==> config.mk <==
export PLATFORM = sky130hd
export DESIGN_NAME = async_strobe_ctrl
export DESIGN_NICKNAME = d
export VERILOG_FILES = /design/src/rtl/asc_pkg.sv /design/src/rtl/asc_timing_reg.sv /design/src/rtl/asc_sequencer.sv /design/src/rtl/async_strobe_ctrl.sv
export SDC_FILE = /design/constraint.sdc
export NUM_CORES = 1
export LEC_CHECK = 0
export BUFFER_PORTS_ARGS = -buffer_cell sky130_fd_sc_hd__buf_2
export CORE_UTILIZATION = 49
export CTS_CLUSTER_DIAMETER = 50
export DETAILED_ROUTE_END_ITERATION = 10
export GPL_TIMING_DRIVEN = 0
export PLACE_DENSITY = 0.9
export SYNTH_ARGS = -nofsm -noshare
export SYNTH_HDL_FRONTEND = slang
export SYNTH_HIERARCHICAL = 1
export SYNTH_SLANG_ARGS = --single-unit
==> constraint.sdc <==
create_clock -name clk -period 2.75 [get_ports clk]
set_input_delay 0.4125 -clock clk [delete_from_list [all_inputs] [get_ports clk]]
set_output_delay 0.4125 -clock clk [all_outputs]
set_load 0.005 [all_outputs]
==> src/rtl/asc_pkg.sv <==
package asc_pkg;

  localparam int unsigned TIMING_W = 32;
  localparam logic [TIMING_W-1:0] TIMING_RESET = 32'hFFFF_FF23;

  localparam int unsigned SETUP_W  = 4;
  localparam int unsigned STROBE_W = 6;
  localparam int unsigned HOLD_W   = 3;
  localparam int unsigned TURN_W   = 2;

  typedef enum logic [2:0] {
    PH_IDLE   = 3'd0,
    PH_SETUP  = 3'd1,
    PH_STROBE = 3'd2,
    PH_HOLD   = 3'd3,
    PH_TURN   = 3'd4
  } phase_e;

  typedef struct packed {
    logic [SETUP_W-1:0]  wr_setup;
    logic [STROBE_W-1:0] wr_strobe;
    logic [HOLD_W-1:0]   wr_hold;
    logic [SETUP_W-1:0]  rd_setup;
    logic [STROBE_W-1:0] rd_strobe;
    logic [HOLD_W-1:0]   rd_hold;
    logic [TURN_W-1:0]   turn;
  } timing_t;

endpackage

==> src/rtl/asc_timing_reg.sv <==
module asc_timing_reg
  import asc_pkg::*;
(
  input  logic                clk,
  input  logic                rst_n,
  input  logic                we,
  input  logic [TIMING_W-1:0] wdata,
  output logic [TIMING_W-1:0] rdata,
  output timing_t             fields
);

  logic [TIMING_W-1:0] word_q;

  always_ff @(posedge clk) begin
    if (!rst_n) word_q <= TIMING_RESET;
    else if (we) word_q <= wdata;
  end

  assign rdata = word_q;

  // Field slicing; positions are fixed by the register layout.
  always_comb begin
    fields.wr_setup  = word_q[31:28];
    fields.wr_strobe = word_q[27:22];
    fields.wr_hold   = {word_q[3], word_q[21:20]};
    fields.rd_setup  = word_q[19:16];
    fields.turn      = word_q[15:14];
    fields.rd_strobe = word_q[13:8];
    fields.rd_hold   = word_q[2:0];
  end

endmodule

==> src/rtl/asc_sequencer.sv <==
module asc_sequencer
  import asc_pkg::*;
#(
  parameter int unsigned CNT_W = 6
) (
  input  logic    clk,
  input  logic    rst_n,
  input  logic    start,
  input  logic    is_write,
  input  timing_t tcfg,
  input  logic    rdy,
  output phase_e  phase,
  output logic    done,
  output logic    capture
);

  phase_e             phase_q;
  logic [CNT_W-1:0]   rem_q;
  logic [CNT_W-1:0]   strobe_len_q;
  logic [CNT_W-1:0]   hold_len_q;
  logic [CNT_W-1:0]   turn_len_q;
  logic               wr_q;
  logic               rdy_q;
  logic               done_q;

  logic [CNT_W-1:0] setup_sel, strobe_sel, hold_sel;
  logic             last_cycle;

  always_comb begin
    setup_sel  = is_write ? CNT_W'(tcfg.wr_setup)  : CNT_W'(tcfg.rd_setup);
    strobe_sel = is_write ? CNT_W'(tcfg.wr_strobe) : CNT_W'(tcfg.rd_strobe);
    hold_sel   = is_write ? CNT_W'(tcfg.wr_hold)   : CNT_W'(tcfg.rd_hold);
    if (setup_sel == '0)  setup_sel  = CNT_W'(1);
    if (strobe_sel == '0) strobe_sel = CNT_W'(1);
  end

  assign last_cycle = (rem_q <= CNT_W'(1));

  always_ff @(posedge clk) begin
    if (!rst_n) begin
      phase_q      <= PH_IDLE;
      rem_q        <= '0;
      strobe_len_q <= '0;
      hold_len_q   <= '0;
      turn_len_q   <= '0;
      wr_q         <= 1'b0;
      rdy_q        <= 1'b0;
      done_q       <= 1'b0;
    end else begin
      rdy_q  <= rdy;
      done_q <= 1'b0;
      case (phase_q)
        PH_IDLE: begin
          if (start) begin
            phase_q      <= PH_SETUP;
            rem_q        <= setup_sel;
            strobe_len_q <= strobe_sel;
            hold_len_q   <= hold_sel;
            turn_len_q   <= is_write ? '0 : CNT_W'(tcfg.turn);
            wr_q         <= is_write;
          end
        end
        PH_SETUP: begin
          if (!last_cycle) rem_q <= rem_q - 1'b1;
          else begin
            phase_q <= PH_STROBE;
            rem_q   <= strobe_len_q;
          end
        end
        PH_STROBE: begin
          if (!last_cycle) rem_q <= rem_q - 1'b1;
          else if (rdy_q) begin
            if (hold_len_q != '0) begin
              phase_q <= PH_HOLD;
              rem_q   <= hold_len_q;
            end else if (turn_len_q != '0) begin
              phase_q <= PH_TURN;
              rem_q   <= turn_len_q;
            end else begin
              phase_q <= PH_IDLE;
              done_q  <= 1'b1;
            end
          end
        end
        PH_HOLD: begin
          if (!last_cycle) rem_q <= rem_q - 1'b1;
          else if (turn_len_q != '0) begin
            phase_q <= PH_TURN;
            rem_q   <= turn_len_q;
          end else begin
            phase_q <= PH_IDLE;
            done_q  <= 1'b1;
          end
        end
        PH_TURN: begin
          if (!last_cycle) rem_q <= rem_q - 1'b1;
          else begin
            phase_q <= PH_IDLE;
            done_q  <= 1'b1;
          end
        end
        default: phase_q <= PH_IDLE;
      endcase
    end
  end

  assign phase   = phase_q;
  assign done    = done_q;
  assign capture = (phase_q == PH_STROBE) && last_cycle && rdy_q;

  // a low ready sample at the start of the last strobe cycle keeps the strobe going
  assert_ready_extends_R5: assert property (@(posedge clk) disable iff (!rst_n)
    (phase_q == PH_STROBE && last_cycle && !rdy_q) |=> (phase_q == PH_STROBE))
    else $error("strobe ended while ready sample was low");

  // completion follows only from an active or turnaround phase
  assert_done_after_phase_R10: assert property (@(posedge clk) disable iff (!rst_n)
    done_q |-> ($past(phase_q) != PH_IDLE))
    else $error("done raised without a finishing phase");

endmodule

==> src/rtl/async_strobe_ctrl.sv <==
module async_strobe_ctrl
  import asc_pkg::*;
#(
  parameter int unsigned ADDR_W = 20,
  parameter int unsigned DATA_W = 32,
  parameter int unsigned CNT_W  = 6
) (
  input  logic                  clk,
  input  logic                  rst_n,
  input  logic                  cfg_we,
  input  logic [TIMING_W-1:0]   cfg_wdata,
  output logic [TIMING_W-1:0]   cfg_rdata,
  input  logic                  req_valid,
  output logic                  req_ready,
  input  logic                  req_write,
  input  logic [ADDR_W-1:0]     req_addr,
  input  logic [DATA_W-1:0]     req_wdata,
  input  logic [DATA_W/8-1:0]   req_be,
  output logic                  rsp_valid,
  output logic [DATA_W-1:0]     rsp_rdata,
  output logic                  mem_ce_n,
  output logic [DATA_W/8-1:0]   mem_be_n,
  output logic [ADDR_W-1:0]     mem_addr,
  output logic                  mem_oe_n,
  output logic                  mem_re_n,
  output logic                  mem_we_n,
  input  logic                  mem_rdy,
  output logic [DATA_W-1:0]     mem_dq_o,
  output logic                  mem_dq_oe,
  input  logic [DATA_W-1:0]     mem_dq_i
);

  localparam int unsigned BE_W = DATA_W / 8;

  timing_t           tcfg;
  phase_e            phase;
  logic              seq_done;
  logic              capture;
  logic              accept;
  logic              active;

  logic [ADDR_W-1:0] addr_q;
  logic [DATA_W-1:0] wdata_q;
  logic [BE_W-1:0]   be_q;
  logic              wr_q;
  logic [DATA_W-1:0] rdata_q;

  asc_timing_reg u_treg (
    .clk    (clk),
    .rst_n  (rst_n),
    .we     (cfg_we),
    .wdata  (cfg_wdata),
    .rdata  (cfg_rdata),
    .fields (tcfg)
  );

  assign req_ready = (phase == PH_IDLE);
  assign accept    = req_valid && req_ready;

  asc_sequencer #(.CNT_W(CNT_W)) u_seq (
    .clk      (clk),
    .rst_n    (rst_n),
    .start    (accept),
    .is_write (req_write),
    .tcfg     (tcfg),
    .rdy      (mem_rdy),
    .phase    (phase),
    .done     (seq_done),
    .capture  (capture)
  );

  // Request is held for the whole access.
  always_ff @(posedge clk) begin
    if (!rst_n) begin
      addr_q  <= '0;
      wdata_q <= '0;
      be_q    <= '0;
      wr_q    <= 1'b0;
    end else if (accept) begin
      addr_q  <= req_addr;
      wdata_q <= req_wdata;
      be_q    <= req_be;
      wr_q    <= req_write;
    end
  end

  always_ff @(posedge clk) begin
    if (!rst_n) rdata_q <= '0;
    else if (capture && !wr_q) rdata_q <= mem_dq_i;
  end

  assign active    = (phase == PH_SETUP) || (phase == PH_STROBE) || (phase == PH_HOLD);
  assign mem_ce_n  = !active;
  assign mem_be_n  = active ? ~be_q : {BE_W{1'b1}};
  assign mem_addr  = addr_q;
  assign mem_oe_n  = !(active && !wr_q);
  assign mem_re_n  = !((phase == PH_STROBE) && !wr_q);
  assign mem_we_n  = !((phase == PH_STROBE) && wr_q);
  assign mem_dq_o  = wdata_q;
  assign mem_dq_oe = active && wr_q;
  assign rsp_valid = seq_done;
  assign rsp_rdata = rdata_q;

  // strobes only inside chip enable
  assert_strobe_in_cs_R3: assert property (@(posedge clk) disable iff (!rst_n)
    (!mem_re_n || !mem_we_n) |-> !mem_ce_n)
    else $error("strobe outside chip enable");

  // never both strobes
  assert_one_strobe_R3: assert property (@(posedge clk) disable iff (!rst_n)
    $countones({!mem_re_n, !mem_we_n}) <= 1)
    else $error("read and write strobe together");

  // output enable and bus drive are exclusive
  assert_oe_not_drive_R7: assert property (@(posedge clk) disable iff (!rst_n)
    !mem_oe_n |-> !mem_dq_oe)
    else $error("device and controller drive the bus together");

  // bus driven only inside chip enable
  assert_drive_in_cs_R8: assert property (@(posedge clk) disable iff (!rst_n)
    mem_dq_oe |-> !mem_ce_n)
    else $error("bus driven outside an access");

  // no new request while an access is running
  assert_busy_blocks_R11: assert property (@(posedge clk) disable iff (!rst_n)
    !mem_ce_n |-> !req_ready)
    else $error("ready high during an access");

  // completion is a single-cycle pulse
  assert_done_single_R10: assert property (@(posedge clk) disable iff (!rst_n)
    rsp_valid |=> !rsp_valid)
    else $error("completion longer than one cycle");

  // address and byte enables steady while chip enable stays low
  assert_addr_stable_R2: assert property (@(posedge clk) disable iff (!rst_n)
    (!mem_ce_n && $past(!mem_ce_n)) |-> ($stable(mem_addr) && $stable(mem_be_n)))
    else $error("address changed inside an access");

endmodule

# Word-level counts from Yosys, hierarchy flattened

Cells that the tools add are included.

Flip-flop bits (word level): 150
Latch bits: 0
RAM bits: 0
Memory bits (read-only): 0
Word-level logic and storage cells: 84
Memories kept: 0

$add $sub $neg: 1
Multiply operators: 0
Div/mod/pow operators: 0
$lt $le $gt $ge: 1
Equal/unequal tests: 12
Shift-type cells: 0
Multiplexer cells: 32
Bitwise logic cells: 1
Reduce and logical (&&, ||, !) cells: 24

Operator list:

| operator              | count |
|---|---|
| $mux W6               | 11 |
| $pmux W6 S5           | 1 |
| $mux W3               | 9 |
| $pmux W3 S5           | 1 |
| $logic_not A6 Y1      | 2 |
| $ne A2 B1 Y1 const B  | 6 |
| $reduce_bool A6 Y1    | 2 |
| $logic_and A1 B1 Y1   | 8 |
| $mux W4               | 2 |
| $eq A3 B2 Y1 const B  | 2 |
| $le A6 B1 Y1 const B  | 1 |
| $mux W1               | 6 |
| $reduce_and A6 Y1     | 1 |
| $sub A6 B1 Y6 const B | 1 |
| $logic_not A1 Y1      | 5 |
| $reduce_bool A5 Y1    | 1 |
| $not A4 Y4            | 1 |
| $reduce_and A4 Y1     | 1 |
| $eq A3 B1 Y1 const B  | 1 |
| $eq A3 B3 Y1 const B  | 1 |
| $logic_not A3 Y1      | 1 |
| $ne A3 B2 Y1 const B  | 1 |
| $pmux W1 S3           | 1 |
| $logic_or A1 B1 Y1    | 2 |
| 3 further kinds       | 3 |

# Logic depth before layout (Yosys ltp)

Depth after elaboration: 6
Mapped depth: 11
Mapped depth without buffers: 8

# Cells and area by module

Netlist, hierarchy kept.

By module, submodules not included:

| module            | instances | cells each | area each (um^2) | seq. area each (um^2) |
|---|---|---|---|---|
| async_strobe_ctrl | 1         | 407        | 3,308.2          | 1,781.7 |
| asc_sequencer     | 1         | 198        | 1,571.5          | 440.4 |
| asc_timing_reg    | 1         | 131        | 1,368.8          | 640.6 |

# Least setup slack after synthesis

No wires, ideal clock.

Path type: flip-flop to flip-flop
Start point: register u_seq.rem_q[2]
End point: register rdata_q[10] (netlist: rsp_rdata[10])
Data arrival time: 2,237 ps
Required time: 2,674 ps
Setup slack: 437 ps
Cell stages (with the launch flop): 11
Path buffers: 4
Period minus slack after synthesis: 2,313 ps
Path through: dfxtp_1 -> or3_1 -> buf_6 -> or2_1 -> buf_6 -> nor4_1 -> nor2b_1 -> clkbuf_1 -> clkbuf_1 -> nand2_1 -> a21boi_0

Cells in the longest elaborated chain, start to end: 4

RTL lines:

| what                             | RTL line                | source |
|---|---|---|
| start: declaration               | asc_sequencer.sv:18     | `logic [CNT_W-1:0] rem_q;` |
| start signal: assignment         | asc_sequencer.sv:56     | `rem_q <= setup_sel;` |
| start signal: assignment         | asc_sequencer.sv:64     | `if (!last_cycle) rem_q <= rem_q - 1'b1;` |
| start signal: assignment         | asc_sequencer.sv:67     | `rem_q <= strobe_len_q;` |
| $le A6 B1 Y1                     | asc_sequencer.sv:37     | `assign last_cycle = (rem_q <= CNT_W'(1));` |
| $logic_and A1 B1 Y1 (2 in a row) | asc_sequencer.sv:109    | `assign capture = (phase_q == PH_STROBE) && last_cycle && rdy_q;` |
| named net capture                | async_strobe_ctrl.sv:38 | `logic capture;` |
| $logic_and A1 B1 Y1              | async_strobe_ctrl.sv:89 | `else if (capture && !wr_q) rdata_q <= mem_dq_i;` |
| end signal: assignment           | async_strobe_ctrl.sv:89 |  |
| end: declaration                 | async_strobe_ctrl.sv:46 | `logic [DATA_W-1:0] rdata_q;` |

The timed path passes the listed nets, and every way through them passes these cells.
A chain may end at the register's enable or synchronous reset.

# Final worst setup path

Start point: register u_seq.phase_q[1] (netlist: u_seq/phase[1])
End point: register u_seq.rem_q[1]

Cells in the longest elaborated chain, start to end: 4

RTL lines:

| what                        | RTL line                | source |
|---|---|---|
| start: declaration          | asc_sequencer.sv:17     | `phase_e phase_q;` |
| start signal: assignment    | asc_sequencer.sv:41     | `phase_q <= PH_IDLE;` |
| start signal: assignment    | asc_sequencer.sv:55     | `phase_q <= PH_SETUP;` |
| start signal: assignment    | asc_sequencer.sv:66     | `phase_q <= PH_STROBE;` |
| $logic_not A3 Y1            | async_strobe_ctrl.sv:57 | `assign req_ready = (phase == PH_IDLE);` |
| $logic_and A1 B1 Y1         | async_strobe_ctrl.sv:58 | `assign accept = req_valid && req_ready;` |
| named net accept            | async_strobe_ctrl.sv:39 | `logic accept;` |
| $ne A2 B1 Y1 (no line)      | -                       |  |
| $reduce_and A4 Y1 (no line) | -                       |  |
| end signal: assignment      | asc_sequencer.sv:86     | `if (!last_cycle) rem_q <= rem_q - 1'b1;` |
| end signal: assignment      | asc_sequencer.sv:89     | `rem_q <= turn_len_q;` |
| end signal: assignment      | asc_sequencer.sv:96     | `if (!last_cycle) rem_q <= rem_q - 1'b1;` |

The timed path passes the listed nets, and every way through them passes these cells.

==> impl_metrics.json <==
{
  "fin_util": 0.685,
  "r2r_start": "u_seq/phase[1]",
  "async_flop_share": 0,
  "antenna_cells": 0,
  "skew_ns": 0.0103,
  "antenna_found_initial": 0,
  "place_area_sq_mm": 0.00771,
  "worst_pin_slew_ns": 0.583,
  "worst-path-stages": 7,
  "worst_slack_ns": 0.225,
  "synth_top_area_frac": 0.458,
  "rows": 40,
  "port_buffers": 251,
  "grt_usage": 0.279,
  "syn_area_sq_mm": 0.00625,
  "vias": 6213,
  "synth_seq_cells": 143,
  "drv_cap": 0,
  "synthFlopType": "dfxtp_1",
  "post-place-ws_ns": -0.111,
  "ys_types": 55,
  "status": "finished clean",
  "hold_path.class": "input pin to register",
  "nets": 1135,
  "syn_to_final_growth_pct": 33.8,
  "reg2reg_depth": 7,
  "min_delay_worst_endpoint": "mem_dq_o[5]",
  "critPathLaunchType": "register",
  "slew_violations": 0,
  "ant_nets": 0,
  "fp.dieH_microns": 115,
  "grt_remaining_overflow": 0,
  "holdWs_ns": 0.198,
  "path_cells": "nor4b_4, buf_6, buf_2, inv_1, a221oi_1, nor2b_1, a32o_1",
  "crit_arrival_ns": 2.84,
  "num_io_pins": 253,
  "dieArea_sq_mm": 0.0132,
  "startpoint": "u_seq/phase[1]",
  "path_clk_slew_ns": 0.06,
  "finalSetupTns_ns": 0,
  "avgViaCountPerCell": 5.24,
  "cts_buffers": 17,
  "worst-path-buf-inv": 3,
  "cts.sinks": 143,
  "pwr-share-seq": 0.377,
  "ys_seq_area_frac": 0.458,
  "power.switching_uw": 2140,
  "cp_top_family": "compound AO/OA/AOI/OAI gates",
  "totalWireLength_microns": 18300,
  "routedWlPerCell_microns": 15.4,
  "drc_errors": 0,
  "fmax_ghz": 0.396,
  "grt_max_degree": 17,
  "hp-start": "req_wdata[5]",
  "swShare": 0.315,
  "worstPathMaxFanout": 14,
  "cpMaxStageDelayCell": "a221oi_1",
  "required_ns": 3.06,
  "p_per_area_mw_per_mm2": 812,
  "p_int_uw": 4650,
  "period_minus_slack_ns": 2.53,
  "finalCritPeriodShare": 0.918,
  "drt_iter0_markers": 575,
  "synth_edf_count": 0,
  "p_leak_uw": 0.00381,
  "grt_setup_unrepaired": "false",
  "h-tree-depth": 4,
  "syn_inst": 736,
  "slowest_delay_ns": 0.53,
  "whs_path_depth": 3,
  "timing.rr.end": "u_seq/rem_q[1]",
  "place_congestion": 0.900,
  "core_area_sq_mm": 0.0122,
  "comb_power_share": 0.274,
  "final_cell_area_sq_mm": 0.00836,
  "clk_latency_ns": 0.43,
  "critical_path_class": "register to register",
  "synth.avg_cell_area_sq_um": 8.49,
  "crit_path_end_kind": "register",
  "start_util": 0.512,
  "max_slew_margin": 0.608,
  "reg2reg_slack_ns": 0.22,
  "die_w_microns": 115,
  "synth_nets": 864,
  "yosys-top-cells-area": "dfxtp_1, nand2_1, mux2i_1",
  "hpwl_microns": 13400,
  "n_fill_cell": 991,
  "peakVddDrop_mv": 0.402,
  "synth_top_area_cell": "dfxtp_1",
  "grt_pass1_vias": 5812,
  "grt_pass1_wl_microns": 28500,
  "clockBufferDepth": 2,
  "drtPass1Iterations": 5,
  "cts_tree": "yes",
  "setup_viol": 0,
  "p_clk_frac": 0.349,
  "yosys_warnings": 6,
  "cts-root-buf": "clkbuf_16",
  "hold_viol_final": 0,
  "layout_common_cells": "buf_2, nand2_1, dfxtp_1, nand3_1, o21ai_0",
  "final_common_cell": "buf_2",
  "drive_gt1_frac": 0.336
}
## what timing repair did
action,4_1_cts,5_1_grt
gates resized for setup,4,8
setup buffers,0,1
hold buffers,0,0
setup endpoints to repair,36,44
endpoints found under the hold margin,0,0
pin swaps,0,1
## state kept, by name, indices dropped and copies added (netlist names)
signal,count
wr_q,1
u_seq/done,1
u_treg/rdata,32
rsp_rdata,32
u_seq/strobe_len_q,6
mem_dq_o,32
u_seq/phase,3
u_seq/turn_len_q,2
u_seq/rem_q,6
be_q,4
mem_addr,20
u_seq/hold_len_q,3
u_seq/rdy_q,1
## power groups by stage
stage / Clock (uW) / Combinational, uW / Sequential (uW)
3_5_place_dp: 0 / 1800 / 2590
6_report: 2370 / 1860 / 2560
3_3_place_gp: 0 / 1780 / 2580
2_1_floorplan: 0 / 1190 / 2560
4_1_cts: 2400 / 1820 / 2550
5_1_grt: 2500 / 2050 / 2590
## synth_stat cells, drive strengths merged (6+ instances only)
cell type and n:
nand2 177, dfxtp 143, o21ai 71, nand3 65, buf 48, mux2i 44
a21boi 38, clkbuf 36, nor2 13, nor3 12, nor2b 11, o211a 8
a21oi 7, inv 6
## cell type report
| type | count | area, sq um | share of cell area |
|---|---|---|---|
| flip-flops and latches | 143 | 2860 | 0.342 |
| clock buffers | 18 | 439 | 0.0525 |
| clock inverters | 12 | 169 | 0.0202 |
| repair buffers | 252 | 1260 | 0.151 |
| plain buffers | 84 | 520 | 0.0622 |
| multi-input cells | 503 | 2870 | 0.344 |
| well taps | 168 | 210 | 0.0251 |
| inverters | 6 | 22.5 | 0.00269 |
## layer usage
metal  wire length, microns  part of all wire  track usage
met1                   7450              0.41        0.319
met2                   8900              0.49        0.472
met3                   1440             0.079       0.0933
met4                    508             0.028        0.131
met5                      0                 0            0
## worst min-delay path, cell delays in order
cell and delay [ns]:
buf_2 0.07, nand3_1 0.05, o21ai_0 0.06
## cell families (layout without fill, tap and decap cells)
kind of cell / count (synthesis) / in the layout / synth area share
AO/OA/AOI/OAI: 154 / 154 / 0.161
XOR/XNOR: 2 / 2 / 0.00280
adder cells (fa/ha/maj): 2 / 2 / 0.00400
buffers and inverters: 90 / 372 / 0.0857
flip-flops: 143 / 143 / 0.458
multiplexers: 44 / 44 / 0.0705
AND/OR/NAND/NOR: 301 / 301 / 0.218
## stage by stage
| step | total power, uW | cells |
|---|---|---|
| 2_1_floorplan | 3740 | 736 |
| 3_3_place_gp | 4360 | 1155 |
| 3_5_place_dp | 4390 | 1155 |
| 4_1_cts | 6770 | 1185 |
| 5_1_grt | 7140 | 1186 |
| 6_report | 6790 | 1186 |
## worst max path at each step
stage,to,slack (ns)
final,u_seq/rem_q[1],0.22
after global routing,rsp_rdata[10],0.006
after CTS,rsp_rdata[8],0.02
after detailed placement,u_seq/strobe_len_q[3],-0.11
after global placement,u_seq/strobe_len_q[4],-0.11
after floorplan,rsp_rdata[10],0.44
(Power assumes the default switching activity.)
